$ cat config.mk
export PLATFORM = sky130hd
export DESIGN_NAME = pol_guard_stage
export DESIGN_NICKNAME = d
export VERILOG_FILES = /design/src/rtl/pol_guard_pkg.sv /design/src/rtl/pol_guard_unit.sv /design/src/rtl/pol_invert_unit.sv /design/src/rtl/pol_out_reg.sv /design/src/rtl/pol_guard_stage.sv
export SDC_FILE = /design/constraint.sdc
export NUM_CORES = 1
export LEC_CHECK = 0
export ABC_AREA = 0
export ABC_CLOCK_PERIOD_IN_PS = 5100
export BUFFER_PORTS_ARGS = -buffer_cell sky130_fd_sc_hd__buf_2
export CAP_MARGIN = 20
export CORE_MARGIN = 2
export CORE_UTILIZATION = 45
export DETAILED_ROUTE_END_ITERATION = 7
export PLACE_DENSITY = 0.76
export SETUP_SLACK_MARGIN = 0.05
export SYNTH_ARGS = -nofsm -noshare
export SYNTH_HDL_FRONTEND = slang
export SYNTH_SLANG_ARGS = --single-unit
$ cat constraint.sdc
create_clock -name clk -period 5.1 [get_ports clk]
set_input_delay 1.02 -clock clk [delete_from_list [all_inputs] [get_ports clk]]
set_output_delay 1.02 -clock clk [all_outputs]
set_load 0.05 [all_outputs]
$ cat src/rtl/pol_guard_pkg.sv
// Package: shared mode encoding for the polarity guard stage.
// Assumes: two mode bits; the spare code behaves as guard off.
package pol_guard_pkg;
    typedef enum logic [1:0] {
        GM_OFF     = 2'b00,
        GM_OFFSET  = 2'b01,
        GM_CLAMP   = 2'b10,
        GM_OFF_ALT = 2'b11
    } guard_mode_e;
endpackage

$ cat src/rtl/pol_guard_unit.sv
// Module: pol_guard_unit
// Makes a signed sample safe for the later sign flip.
// Offset style: without inversion, positive samples drop one LSB. With
// inversion, negative samples rise one LSB, so that after negation the
// positive results are the ones lowered.
// Clamp style: only the most negative code is moved up by one.
// Assumes: purely combinational; the caller registers the result.
module pol_guard_unit #(
    parameter int W = 24
) (
    input  logic signed [W-1:0] x,
    input  logic [1:0]          mode,
    input  logic                invert,
    output logic signed [W-1:0] g
);
    import pol_guard_pkg::*;

    localparam logic signed [W-1:0] MIN_CODE = {1'b1, {(W-1){1'b0}}};
    localparam logic signed [W-1:0] ONE      = {{(W-1){1'b0}}, 1'b1};

    guard_mode_e mode_e;
    assign mode_e = guard_mode_e'(mode);

    // Purpose: select the guard correction for the current mode.
    always_comb begin
        g = x;
        case (mode_e)
            GM_OFFSET: begin
                if (invert) begin
                    if (x < 0) g = x + ONE;
                end else begin
                    if (x > 0) g = x - ONE;
                end
            end
            GM_CLAMP: begin
                if (x == MIN_CODE) g = MIN_CODE + ONE;
            end
            default: g = x;
        endcase
    end
endmodule

$ cat src/rtl/pol_invert_unit.sv
// Module: pol_invert_unit
// Optionally negates the guarded value (two's complement, W bits).
// Assumes: the guard has already removed the most negative code whenever
// a guard is active; with the guard off, the wrap is left as is.
module pol_invert_unit #(
    parameter int W = 24
) (
    input  logic signed [W-1:0] g,
    input  logic                invert,
    output logic signed [W-1:0] y
);
    // Purpose: choose the original or the negated value.
    always_comb begin
        y = invert ? -g : g;
    end
endmodule

$ cat src/rtl/pol_out_reg.sv
// Module: pol_out_reg
// Single output register stage: captures data on a valid strobe, holds it
// otherwise, and forwards the strobe with one clock of delay.
// Assumes: synchronous active-low reset.
module pol_out_reg #(
    parameter int W = 24
) (
    input  logic                clk,
    input  logic                rst_n,
    input  logic                d_valid,
    input  logic signed [W-1:0] d,
    output logic                q_valid,
    output logic signed [W-1:0] q
);
    // Purpose: delay the strobe by one cycle.
    always_ff @(posedge clk) begin
        if (!rst_n) q_valid <= 1'b0;
        else        q_valid <= d_valid;
    end

    // Purpose: capture data on a strobe and hold it while idle.
    always_ff @(posedge clk) begin
        if (!rst_n)       q <= '0;
        else if (d_valid) q <= d;
    end
endmodule

$ cat src/rtl/pol_guard_stage.sv
// Module: pol_guard_stage (top)
// Streaming polarity stage with an asymmetry guard: guard, then optional
// negation, then one register. Latency is one clock.
// Assumes: guard_mode and invert are sampled with in_sample.
module pol_guard_stage #(
    parameter int W = 24
) (
    input  logic                clk,
    input  logic                rst_n,
    input  logic                in_valid,
    input  logic signed [W-1:0] in_sample,
    input  logic [1:0]          guard_mode,
    input  logic                invert,
    output logic                out_valid,
    output logic signed [W-1:0] out_sample
);
    localparam logic signed [W-1:0] MIN_CODE = {1'b1, {(W-1){1'b0}}};
    localparam logic signed [W-1:0] ONE      = {{(W-1){1'b0}}, 1'b1};

    logic signed [W-1:0] guarded;
    logic signed [W-1:0] flipped;

    pol_guard_unit #(.W(W)) u_guard (
        .x      (in_sample),
        .mode   (guard_mode),
        .invert (invert),
        .g      (guarded)
    );

    pol_invert_unit #(.W(W)) u_inv (
        .g      (guarded),
        .invert (invert),
        .y      (flipped)
    );

    pol_out_reg #(.W(W)) u_reg (
        .clk     (clk),
        .rst_n   (rst_n),
        .d_valid (in_valid),
        .d       (flipped),
        .q_valid (out_valid),
        .q       (out_sample)
    );

    // strobe follows one clock later
    a_r2_valid_follows: assert property (@(posedge clk) disable iff (!rst_n)
        in_valid |=> out_valid);

    // idle cycle drops the strobe and holds the sample
    a_r3_idle_hold: assert property (@(posedge clk) disable iff (!rst_n)
        !in_valid |=> (!out_valid && $stable(out_sample)));

    // offset mode without inversion lowers positives by one
    a_r4_offset_lowers: assert property (@(posedge clk) disable iff (!rst_n)
        (in_valid && guard_mode == 2'b01 && !invert && in_sample > 0)
        |=> ((out_sample + ONE) == $past(in_sample)));

    // clamp mode leaves every non-extreme code alone
    a_r5_clamp_passes: assert property (@(posedge clk) disable iff (!rst_n)
        (in_valid && guard_mode == 2'b10 && !invert && in_sample != MIN_CODE)
        |=> (out_sample == $past(in_sample)));

    // bypass is bit-exact
    a_r6_bypass_exact: assert property (@(posedge clk) disable iff (!rst_n)
        (in_valid && !invert && (guard_mode == 2'b00 || guard_mode == 2'b11))
        |=> (out_sample == $past(in_sample)));

    // guarded inversion never produces the most negative code
    a_r7_no_overflow: assert property (@(posedge clk) disable iff (!rst_n)
        (in_valid && invert && (guard_mode == 2'b01 || guard_mode == 2'b10))
        |=> (out_sample != MIN_CODE));
endmodule

After elaboration in Yosys (flattened, before gate mapping)
Index checks and enable logic that the tools add are counted.

operators by class
  mux-type cells = 6
  $add $sub $neg = 3
  equality and inequality tests = 3
  order comparisons = 2

operators with widths
  kind                                                                               count
  24-bit two-way mux                                                                 5
  24-bit case mux with 2 select lines                                                1
  24-bit by 2-bit adder with 24-bit output (second input constant)                   1
  24-bit == test (second input constant)                                             1
  24-bit by 1-bit greater-than comparator with 1-bit output (second input constant)  1
  24-bit by 1-bit < comparator with 1-bit output (second input constant)             1
  24-bit negator                                                                     1
  24-bit by 2-bit subtractor with 24-bit output (second input constant)              1
  2-bit by 1-bit == test with 1-bit output (second input constant)                   1
  2-bit == test (second input constant)                                              1

storage, ports and cells
  bits of input ports = 30
  word-level logic and storage cells = 16
  register bits after elaboration = 25

Longest topological paths before layout
Gate-level depths: netlist (run 1).

  word-level depth = 6
  depth in mapped cells = 15
  depth with buffers taken out = 14

Hierarchy
From an unflattened synthesis (run 1), not the netlist that was laid out.

unflattened totals
  cells, all modules = 386
  area, all modules = 2866.5 sq um

by module, submodules not included
  module           area an instance (sq um)  instances  cells an instance
  pol_guard_unit   1365.1                    1          230
  pol_out_reg      955.9                     1          79
  pol_invert_unit  545.5                     1          77

Least setup slack after synthesis (run 1)
OpenSTA, ideal clock, no wires.

  path kind = input -> register
  start = input in_sample[1]
  end = register u_reg.q[22]
  cell stages on the path = 14
  path slack = 952 ps
  path buffers = 0
  arrival time = 4074 ps
  required time = 5026 ps
  cells stage by stage = inv_1 -> ha_1 -> nor4b_4 -> nand4_4 -> o41a_1 -> a22oi_1 -> o31ai_1 -> inv_1 -> ha_1 -> and4_1 -> nand4_1 -> or2_2 -> or4_1 -> a31oi_1

between the ends
  cells in the longest elaborated chain, start to end = 6
  elaborated cells between the ends (all ways) = 12
  classes of those cells = add/sub: 3; order compare: 2; eq/ne: 1; mux: 6

ends and longest elaborated chain
  item                                                                   RTL line                                    text
  start, declared                                                        pol_guard_stage.sv:11                       input logic signed [W-1:0] in_sample,
  24-bit by 2-bit subtractor with 24-bit output (tied with other cells)  pol_guard_unit.sv:32                        if (x > 0) g = x - ONE;
  24-bit two-way mux (on tied branches)                                  pol_guard_unit.sv:32, pol_guard_unit.sv:30
  24-bit two-way mux                                                     pol_guard_unit.sv:29                        if (invert) begin
  24-bit case mux with 2 select lines (*)                                pol_guard_unit.sv:27                        case (mode_e)
  24-bit negator                                                         pol_invert_unit.sv:14                       y = invert ? -g : g;
  24-bit two-way mux (*)                                                 pol_invert_unit.sv:14
  end signal, assigned                                                   pol_out_reg.sv:23                           if (!rst_n) q <= '0;
  end signal, assigned                                                   pol_out_reg.sv:24                           else if (d_valid) q <= d;
  end, declared                                                          pol_out_reg.sv:13                           output logic signed [W-1:0] q

Every way passes the cells marked *; elsewhere a longest branch is shown, timed or not.
A chain may end at the register's enable or synchronous reset.

Worst setup path after layout (run 1)
Ends and elaborated chain as after synthesis.

==> flow_metrics.tcl, run 1 <==
set metrics [dict create \
    worstPathCellList "buf_2, inv_1, ha_1, nor4b_4, and4_1, nand2_2, a31oi_1, a2bb2oi_1, inv_1, ha_1, and4_1, nand4_1, or2_2, or4_1, a31oi_1" \
    fin_crit_sh_pct 89.6 \
    area_growth_pct 8.77 \
    p_total_mw 0.658 \
    drcViolationCount 0 \
    critPathSlowestCell "or4_1" \
    finalClockSkew_ns 0 \
    post-route-min-period_ns 4.57 \
    dpl.hpwl_um 8310 \
    drtIter0Drc 340 \
    drive_gt1_share_pct 19.3 \
    synth_seq_area_share_pct 14.8 \
    grt_use_total_pct 25.9 \
    critPathKind "primary input to flop" \
    p_per_area_nw_per_um2 179 \
    critPathTopFamily "simple AND/OR/NAND/NOR gates" \
    antenna_found_initial 0 \
    grt_max_degree 29 \
    routed_wl_um 10700 \
    hold_path.class "flop to flop" \
    cts_tree "done" \
    cts_htree_levels 1 \
    cts_sinks 25 \
    cp-end-kind "flop" \
    core_um2 7250 \
    avgSynthCellArea_um2 7.26 \
    holdPathStages 2 \
    drv_cap 0 \
    synth-edff-count 0 \
    post_drt_wl_per_cell_um 18.1 \
    synth_fp_nets 501 \
    timing.final.ws_setup_ns 0.529 \
    async_flop_share_pct 0 \
    critPathCapture "u_reg.q[22]" \
    clk_pin_slew_ns 0.09 \
    p_leak_nw 1.38 \
    whs_ns 0.476 \
    cts_buffers 3 \
    die_area_um2 8220 \
    wl_met2_um 4920 \
    maxSlewViolCount 0 \
    cp_num_buf_inv 3 \
    ctsResizeCount 0 \
    cp_num_cells 15 \
    maxUsedRoutingLayer "met4" \
    rsz0062_at_grt "false" \
    io-pin-count 55 \
    ant_nets 0 \
    final_hold_viol_count 0 \
    grt_overflow 0 \
    via_per_inst 6.69 \
    yosys.area.top_type "dfxtp_1" \
    tightest_slew_ns 0.716 \
    synth_top_area_share_pct 14.8 \
    cpPeakStageDelay_ns 0.53 \
    n_antenna_cell 0 \
    ir_drop_uv 99.2 \
    met3_length_um 974 \
    die_width_um 90.7 \
    post-place-ws_ns 0.364 \
    drt-met1-wl_um 4590 \
    cp-startpoint "in_sample[1]" \
    start_util_pct 46.6 \
    synth_cell_types 80 \
    cts_setup_buffers 0 \
    ys_top_cells_by_area "dfxtp_1 (15%), nor2_1 (4.7%), nand3_1 (4.6%), nand2_1 (3.7%), nand4_1 (3.3%)" \
    ys_warn_count 0 \
    clock_latency_ns 0.26 \
    grt_pass1_vias 3563 \
    routabilityCongestion 1.01 \
    io_buffers 54 \
    max_freq_mhz 219 \
    die_y_um 90.7 \
    clockBufferDepth 2 \
    ys_seq_elements 25 \
    r2r-start "u_reg.q[17]" \
    r2r_slack_ns 4.21 \
    synthFlopType "dfxtp_1" \
    vias 3958 \
    nNetsFinal 529 \
    required_ns 5.30 \
    firstDrtPassIters 5 \
    setup_violations 0 \
    relSlewSlack_pct 52.1 \
    critical_path.max_fanout 10 \
    grt_pass1_wl_um 17900 \
    start_kind "primary input" \
    ff2ff_path_depth 3 \
    synthCells 466 \
    setup_tns_ns 0 \
    clockRootBuffer "clkbuf_8" \
    synth_area_um2 3380 \
    ctsHoldBuffers 0 \
    arrival_ns 4.78 \
    rows 31 \
    r2r_end "u_reg.q[17]" \
    status "complete, no violations" \
]
## cells by family (layout without fill, tap and decap cells)
group / Yosys count / count (layout) / synth area share, %
flops: 25 / 25 / 14.8
xor+xnor: 7 / 7 / 1.81
mux: 12 / 12 / 3.59
simple gates: 225 / 225 / 39.8
buf+inv: 54 / 81 / 7.44
compound gates: 138 / 138 / 30.7
fa+ha+maj: 5 / 5 / 1.85
## where the power goes
| part | leakage (nW) | switching (mW) | internal [mW] |
|---|---|---|---|
| combinational | 1.15 | 0.223 | 0.0965 |
| clock | 0.0228 | 0.0624 | 0.0559 |
| sequential | 0.206 | 0.00823 | 0.212 |
## metrics by stage
stage,area [µm²],cells,util [%]
floorplan,3380,466,-
global placement,3630,588,50.1
detailed placement,3630,588,50.1
CTS,3680,592,50.7
global route,3680,592,50.7
finish,3680,592,50.7
## worst min-delay path by stage
| stage | start | to | slack, ns |
|---|---|---|---|
| final | u_reg.q[9] | u_reg.q[9] | 0.48 |
| after global routing | u_reg.q[9] | u_reg.q[9] | 0.49 |
| after CTS | u_reg.q[9] | u_reg.q[9] | 0.48 |
| after detailed placement | u_reg.q[9] | u_reg.q[9] | 0.47 |
| after global placement | u_reg.q[9] | u_reg.q[9] | 0.46 |
| after floorplan | u_reg.q[9] | u_reg.q[9] | 0.69 |
## layout by cell type (no fill, tap or decap), types with 9 or more instances in the layout
master     n
nand2_1   33
or3_1      9
nand3_1   31
nor4_1    10
o21ai_0   15
dfxtp_1   25
and4_1     9
nor3_1    16
inv_1     16
mux2i_1   11
o211ai_1  12
a21oi_1   18
nand4_1   18
nor2_1    42
buf_2     54
## synthesized netlist by cell type, types with 6 or more instances
| cell type | number |
|---|---|
| nand2_1 | 33 |
| o21ai_0 | 15 |
| o211ai_1 | 12 |
| and3_1 | 7 |
| a31oi_1 | 6 |
| o22ai_1 | 8 |
| nor2_1 | 42 |
| dfxtp_1 | 25 |
| and2_1 | 8 |
| a21o_1 | 7 |
| a21oi_1 | 18 |
| buf_2 | 7 |
| a22oi_1 | 8 |
| o31ai_1 | 8 |
| nand3_1 | 31 |
| mux2i_1 | 11 |
| nand4_1 | 18 |
| nor3_1 | 16 |
| or3_1 | 9 |
| and4_1 | 9 |
| inv_1 | 16 |
| clkbuf_1 | 22 |
| nor4_1 | 10 |
## cell type report
class                      instances  area [µm²]
fill                             747        3570
multi-input combinational        387        2630
sequential                        25         500
timing repair buffer              60         315
tap                               99         124
inverter                          17        63.8
clock buffer                       4        45.0
## worst min-delay path, cell delays in order (launching register included)
cell and delay, ns:
dfxtp_1 0.32, nand2_1 0.05, o22ai_1 0.06
## flip-flops by register name (all words and copies together), names as in the netlist
register and cells:
u_reg.q 24, u_reg.q_valid 1
## per-layer routing
metal	global-route usage, %	vias up
met4	5.64	0
met3	3.26	36
met2	43.2	236
met1	35.5	1801
li1	-	1885
met5	0	-
Power figures use the tool's default switching activity.
==> inputs of run 2 (changes only) <==
--- a/config.mk
+++ b/config.mk
@@ -10,9 +10,10 @@
 export BUFFER_PORTS_ARGS = -buffer_cell sky130_fd_sc_hd__buf_2
 export CAP_MARGIN = 20
 export CORE_MARGIN = 2
-export CORE_UTILIZATION = 45
+export CORE_UTILIZATION = 55
+export CTS_BUF_LIST = sky130_fd_sc_hd__clkbuf_8
 export DETAILED_ROUTE_END_ITERATION = 7
-export PLACE_DENSITY = 0.76
+export PLACE_DENSITY = 0.88
 export SETUP_SLACK_MARGIN = 0.05
 export SYNTH_ARGS = -nofsm -noshare
 export SYNTH_HDL_FRONTEND = slang
==> run 2 against run 1 <==
  * Wire length decreased by 1.2%
  * Worst setup slack better by 0.032 ns
  * Highest routed layer unchanged
  * Sequential share of layout area increased by 0.14 points
  * Largest power group unchanged
  * Critical path depth is the same
  * Cell area is 1.0% lower
  * Register-to-register slack worse by 0.02 ns
  * Via count grew 2.1%
  * Global-route usage is 5.7 points higher
  * First-iteration DRC count increased by 32%
  * Non-clock buffer count decreased by 1
  * Power about the same
==> flow_metrics.tcl, run 2 (same netlist as run 1, synthesis figures left out) <==
set metrics [dict create \
    status "complete, no violations" \
    critical_path.max_fanout 10 \
    start_util_pct 57.1 \
    firstDrtPassIters 5 \
    grt_pass1_vias 3595 \
    clock_latency_ns 0.26 \
    area_growth_pct 7.66 \
    cp_num_buf_inv 3 \
    grt_max_degree 29 \
    min_from "u_reg.q[10]" \
    routabilityCongestion 1.06 \
    critPathSlowestCell "or4_1" \
    fin_crit_sh_pct 89.0 \
    ctsHoldBuffers 0 \
    ir_drop_uv 184 \
    clk_pin_slew_ns 0.09 \
    final_core_util_pct 61.5 \
    final_common_cell "buf_2" \
    max_freq_mhz 220 \
    p_per_area_nw_per_um2 181 \
    dpl.hpwl_um 7930 \
    rsz0062_at_grt "false" \
    required_ns 5.30 \
    critPathCapture "u_reg.q[22]" \
    die_width_um 82.4 \
    cts_tree "done" \
    maxSlewViolCount 0 \
    holdPathStages 2 \
    vias 4042 \
    top_register "u_reg.q" \
    cpPeakStageDelay_ns 0.55 \
    cp_num_cells 15 \
    antenna_found_initial 0 \
    io-pin-count 55 \
    rows 28 \
    clockRootBuffer "clkbuf_8" \
    tightest_slew_ns 0.780 \
    critPathTopFamily "simple AND/OR/NAND/NOR gates" \
    relSlewSlack_pct 47.9 \
    setup_tns_ns 0 \
    drive_gt1_share_pct 19.1 \
    io_buffers 54 \
    core_um2 5920 \
    post-route-min-period_ns 4.54 \
    hold_path.class "flop to flop" \
    grt_pass1_wl_um 17000 \
    grt_use_total_pct 31.6 \
    worstPathCellList "buf_2, inv_1, ha_1, nor4b_4, and4_1, nand2_2, a31oi_1, a2bb2oi_1, inv_1, ha_1, and4_1, nand4_1, or2_2, or4_1, a31oi_1" \
    die_y_um 82.4 \
    ctsResizeCount 0 \
    p_leak_nw 1.38 \
    finalClockSkew_ns 0 \
    grt_overflow 0 \
    whs_ns 0.485 \
    post_drt_wl_per_cell_um 18.7 \
    r2r_end "u_reg.q[17]" \
    cts_setup_buffers 0 \
    die_area_um2 6790 \
    cts_buffers 3 \
    drcViolationCount 0 \
    nNetsFinal 528 \
    n_antenna_cell 0 \
    arrival_ns 4.74 \
    r2r-start "u_reg.q[17]" \
    cp-end-kind "flop" \
    drtIter0Drc 450 \
    cts_htree_levels 1 \
    cp-startpoint "in_sample[1]" \
    critPathKind "primary input to flop" \
    place_area_um2 3600 \
    cts_sinks 25 \
    layout_common_cells "buf_2 (54), nor2_1 (42), nand2_1 (33)" \
    ff2ff_path_depth 3 \
    clockBufferDepth 2 \
    reg_top3 "u_reg.q: 24 flops, u_reg.q_valid: 1 flops" \
    drv_cap 0 \
    final_hold_viol_count 0 \
    start_kind "primary input" \
    r2r_slack_ns 4.19 \
    setup_violations 0 \
    largest_reg_flops 24 \
    final_area_um2 3640 \
    ant_nets 0 \
    via_per_inst 7.13 \
    routed_wl_um 10600 \
]
## run 2: changes by cell type in the layout (fill, tap and decap cells not counted)
cell / before / now
buf_4: 6 / 5
clkbuf_1: 1 / 0
inv_1: 16 / 17
## run 2: cell type report
| cell class | count | area [µm²] |
|---|---|---|
| clock buffers | 3 | 41.3 |
| clock inverters | 1 | 3.75 |
| fillers | 567 | 2280 |
| inverters | 17 | 63.8 |
| multi-input cells | 387 | 2630 |
| flip-flops and latches | 25 | 500 |
| well taps | 75 | 93.8 |
| repair buffers | 59 | 308 |
## run 2: worst min-delay path: stages (launching register included)
cell	delay, ns
dfxtp_1	0.32
nand3_1	0.06
o21ai_0	0.07
## run 2: worst min path at each step
stage / slack (ns) / endpoint
2_1_floorplan: 0.69 / u_reg.q[9]
3_5_place_dp: 0.47 / u_reg.q[9]
3_3_place_gp: 0.46 / u_reg.q[9]
5_1_grt: 0.52 / u_reg.q[10]
6_report: 0.48 / u_reg.q[10]
4_1_cts: 0.49 / u_reg.q[10]
## run 2: routing by layer
layer / GRT usage [%] / share of wire (%) / vias up
met5: 0 / 0 / -
met4: 8.83 / 2.1 / 0
met3: 5.87 / 9.1 / 33
met2: 54.2 / 48 / 243
met1: 40.2 / 41 / 1903
li1: - / - / 1863
## run 2: through the flow
step	std cells	setup slack [ns]	power, mW
after floorplan	466	0.952	0.462
after global placement	563	0.591	0.532
after detailed placement	563	0.439	0.539
after CTS	567	0.667	0.654
after global routing	567	0.317	0.690
final	567	0.561	0.658
## run 2: report_power, final
part	total [mW]	internal [mW]	leakage (nW)	switching [mW]
clock	0.117	0.0539	0.0269	0.0627
combinational	0.321	0.0959	1.14	0.225
sequential	0.220	0.212	0.206	0.00810
total	0.658	0.362	1.38	0.296
==> inputs of run 3 (changes only) <==
--- a/config.mk
+++ b/config.mk
@@ -10,10 +10,10 @@
 export BUFFER_PORTS_ARGS = -buffer_cell sky130_fd_sc_hd__buf_2
 export CAP_MARGIN = 20
 export CORE_MARGIN = 2
-export CORE_UTILIZATION = 55
+export CORE_UTILIZATION = 60
 export CTS_BUF_LIST = sky130_fd_sc_hd__clkbuf_8
 export DETAILED_ROUTE_END_ITERATION = 7
-export PLACE_DENSITY = 0.88
+export PLACE_DENSITY = 0.94
 export SETUP_SLACK_MARGIN = 0.05
 export SYNTH_ARGS = -nofsm -noshare
 export SYNTH_HDL_FRONTEND = slang
==> run 3 against run 2 <==
  * Via count is 0.27% higher
  * Final cell count is 0.53% lower
  * Largest cell class unchanged
  * Sequential share of layout area hardly changed
  * Critical endpoint unchanged
  * Highest routed layer unchanged
  * Utilization is 5.0 points higher
  * Maximum frequency is 1.9% higher
==> flow_metrics.tcl, run 3 (same netlist as run 1, synthesis figures left out) <==
set metrics [dict create \
    drv_cap 0 \
    drtIter0Drc 529 \
    holdPathStages 2 \
    largest_reg_flops 24 \
    status "complete, no violations" \
    p_total_mw 0.658 \
    setup_tns_ns 0 \
    critPathKind "primary input to flop" \
    required_ns 5.30 \
    tightest_slew_ns 0.704 \
    ant_nets 0 \
    critical_path.max_fanout 10 \
    post-route-min-period_ns 4.46 \
    clockBufferDepth 2 \
    antenna_found_initial 0 \
    hold_path.class "flop to flop" \
    firstDrtPassIters 8 \
    top_register "u_reg.q" \
    clockRootBuffer "clkbuf_8" \
    p_leak_nw 1.38 \
    ctsResizeCount 0 \
    start_kind "primary input" \
    routed_wl_um 10600 \
    grt_pass1_vias 3676 \
    cts_setup_buffers 0 \
    io-pin-count 55 \
    routabilityCongestion 0.944 \
    cts_buffers 3 \
    p_per_area_nw_per_um2 181 \
    cts_tree "done" \
    rsz0062_at_grt "false" \
    clk_pin_slew_ns 0.08 \
    finalClockSkew_ns 0 \
    fin_crit_sh_pct 87.4 \
    n_antenna_cell 0 \
    max_freq_mhz 224 \
    grt_pass1_wl_um 17600 \
    drive_gt1_share_pct 19.1 \
    cp-end-kind "flop" \
    core_um2 5470 \
    area_growth_pct 7.55 \
    dpl.hpwl_um 7990 \
    die_width_um 79.1 \
    final_hold_viol_count 0 \
    reg_top3 "u_reg.q: 24 flops, u_reg.q_valid: 1 flops" \
    start_util_pct 61.8 \
    setup_violations 0 \
    io_buffers 54 \
    relSlewSlack_pct 53.0 \
    arrival_ns 4.66 \
    fillers 502 \
    grt_overflow 0 \
    layout_common_cells "buf_2 (54), nor2_1 (42), nand2_1 (33)" \
    cts_htree_levels 1 \
    fin_cells 564 \
    die_y_um 79.1 \
    ir_drop_uv 146 \
    drcViolationCount 0 \
    via_per_inst 7.19 \
    dp.cells 560 \
    cts_sinks 25 \
    post_drt_wl_per_cell_um 18.9 \
    rows 27 \
    maxSlewViolCount 0 \
    die_area_um2 6250 \
    nNetsFinal 528 \
    ctsHoldBuffers 0 \
    grt_max_degree 29 \
    ff2ff_path_depth 3 \
    clock_latency_ns 0.27 \
    vias 4053 \
    grt_use_total_pct 34.4 \
    final_common_cell "buf_2" \
]
run 3: cell counts in the layout (fill, tap and decap cells not counted):
Identical to the previous run, type by type.
run 3: area by class of cell:
type                       instances  area (µm²)  area share [%]
clock inverter                     1        3.75           0.103
tap                               72        90.1            2.48
inverter                          17        63.8            1.75
clock buffer                       3        41.3            1.14
multi-input combinational        387        2630            72.3
sequential                        25         500            13.8
timing repair buffer              59         308            8.46
run 3: final timing paths:
path / from / to / slack [ns]
setup reg to reg: u_reg.q[17] / u_reg.q[17] / 4.21
hold reg to reg: u_reg.q[10] / u_reg.q[10] / 0.48
setup / recovery: in_sample[1] / u_reg.q[22] / 0.64
hold / removal: u_reg.q[10] / u_reg.q[10] / 0.48
run 3: metrics by stage:
step           util (%)  worst slack, ns  instance area, µm²  hold WS [ns]
4_1_cts            66.5            0.684                3640         0.488
6_report           66.5            0.644                3640         0.482
3_5_place_dp       65.6            0.434                3590         0.467
5_1_grt            66.5            0.386                3640         0.503
3_3_place_gp       65.6            0.547                3590         0.460
2_1_floorplan         -            0.952                3380         0.686
run 3: routing by layer:
layer	track usage [%]	wire length [µm]	vias to the layer above
met2	56.9	4930	265
li1	-	-	1866
met1	44.5	4350	1868
met5	0	0	-
met3	7.39	1020	54
met4	11.4	325	0
run 3: worst max-delay path: stages:
cell and delay [ns]:
buf_2 0.15, inv_1 0.08, ha_1 0.19, nor4b_4 0.39
and4_1 0.50, nand2_2 0.16, a31oi_1 0.19, a2bb2oi_1 0.17
inv_1 0.10, ha_1 0.21, and4_1 0.18, nand4_1 0.22
or2_2 0.39, or4_1 0.53, a31oi_1 0.16
run 3: report_power, final:
group	internal [mW]	switching (mW)	total (mW)
combinational	0.0959	0.226	0.322
clock	0.0540	0.0621	0.116
sequential	0.212	0.00831	0.221
total	0.362	0.296	0.658
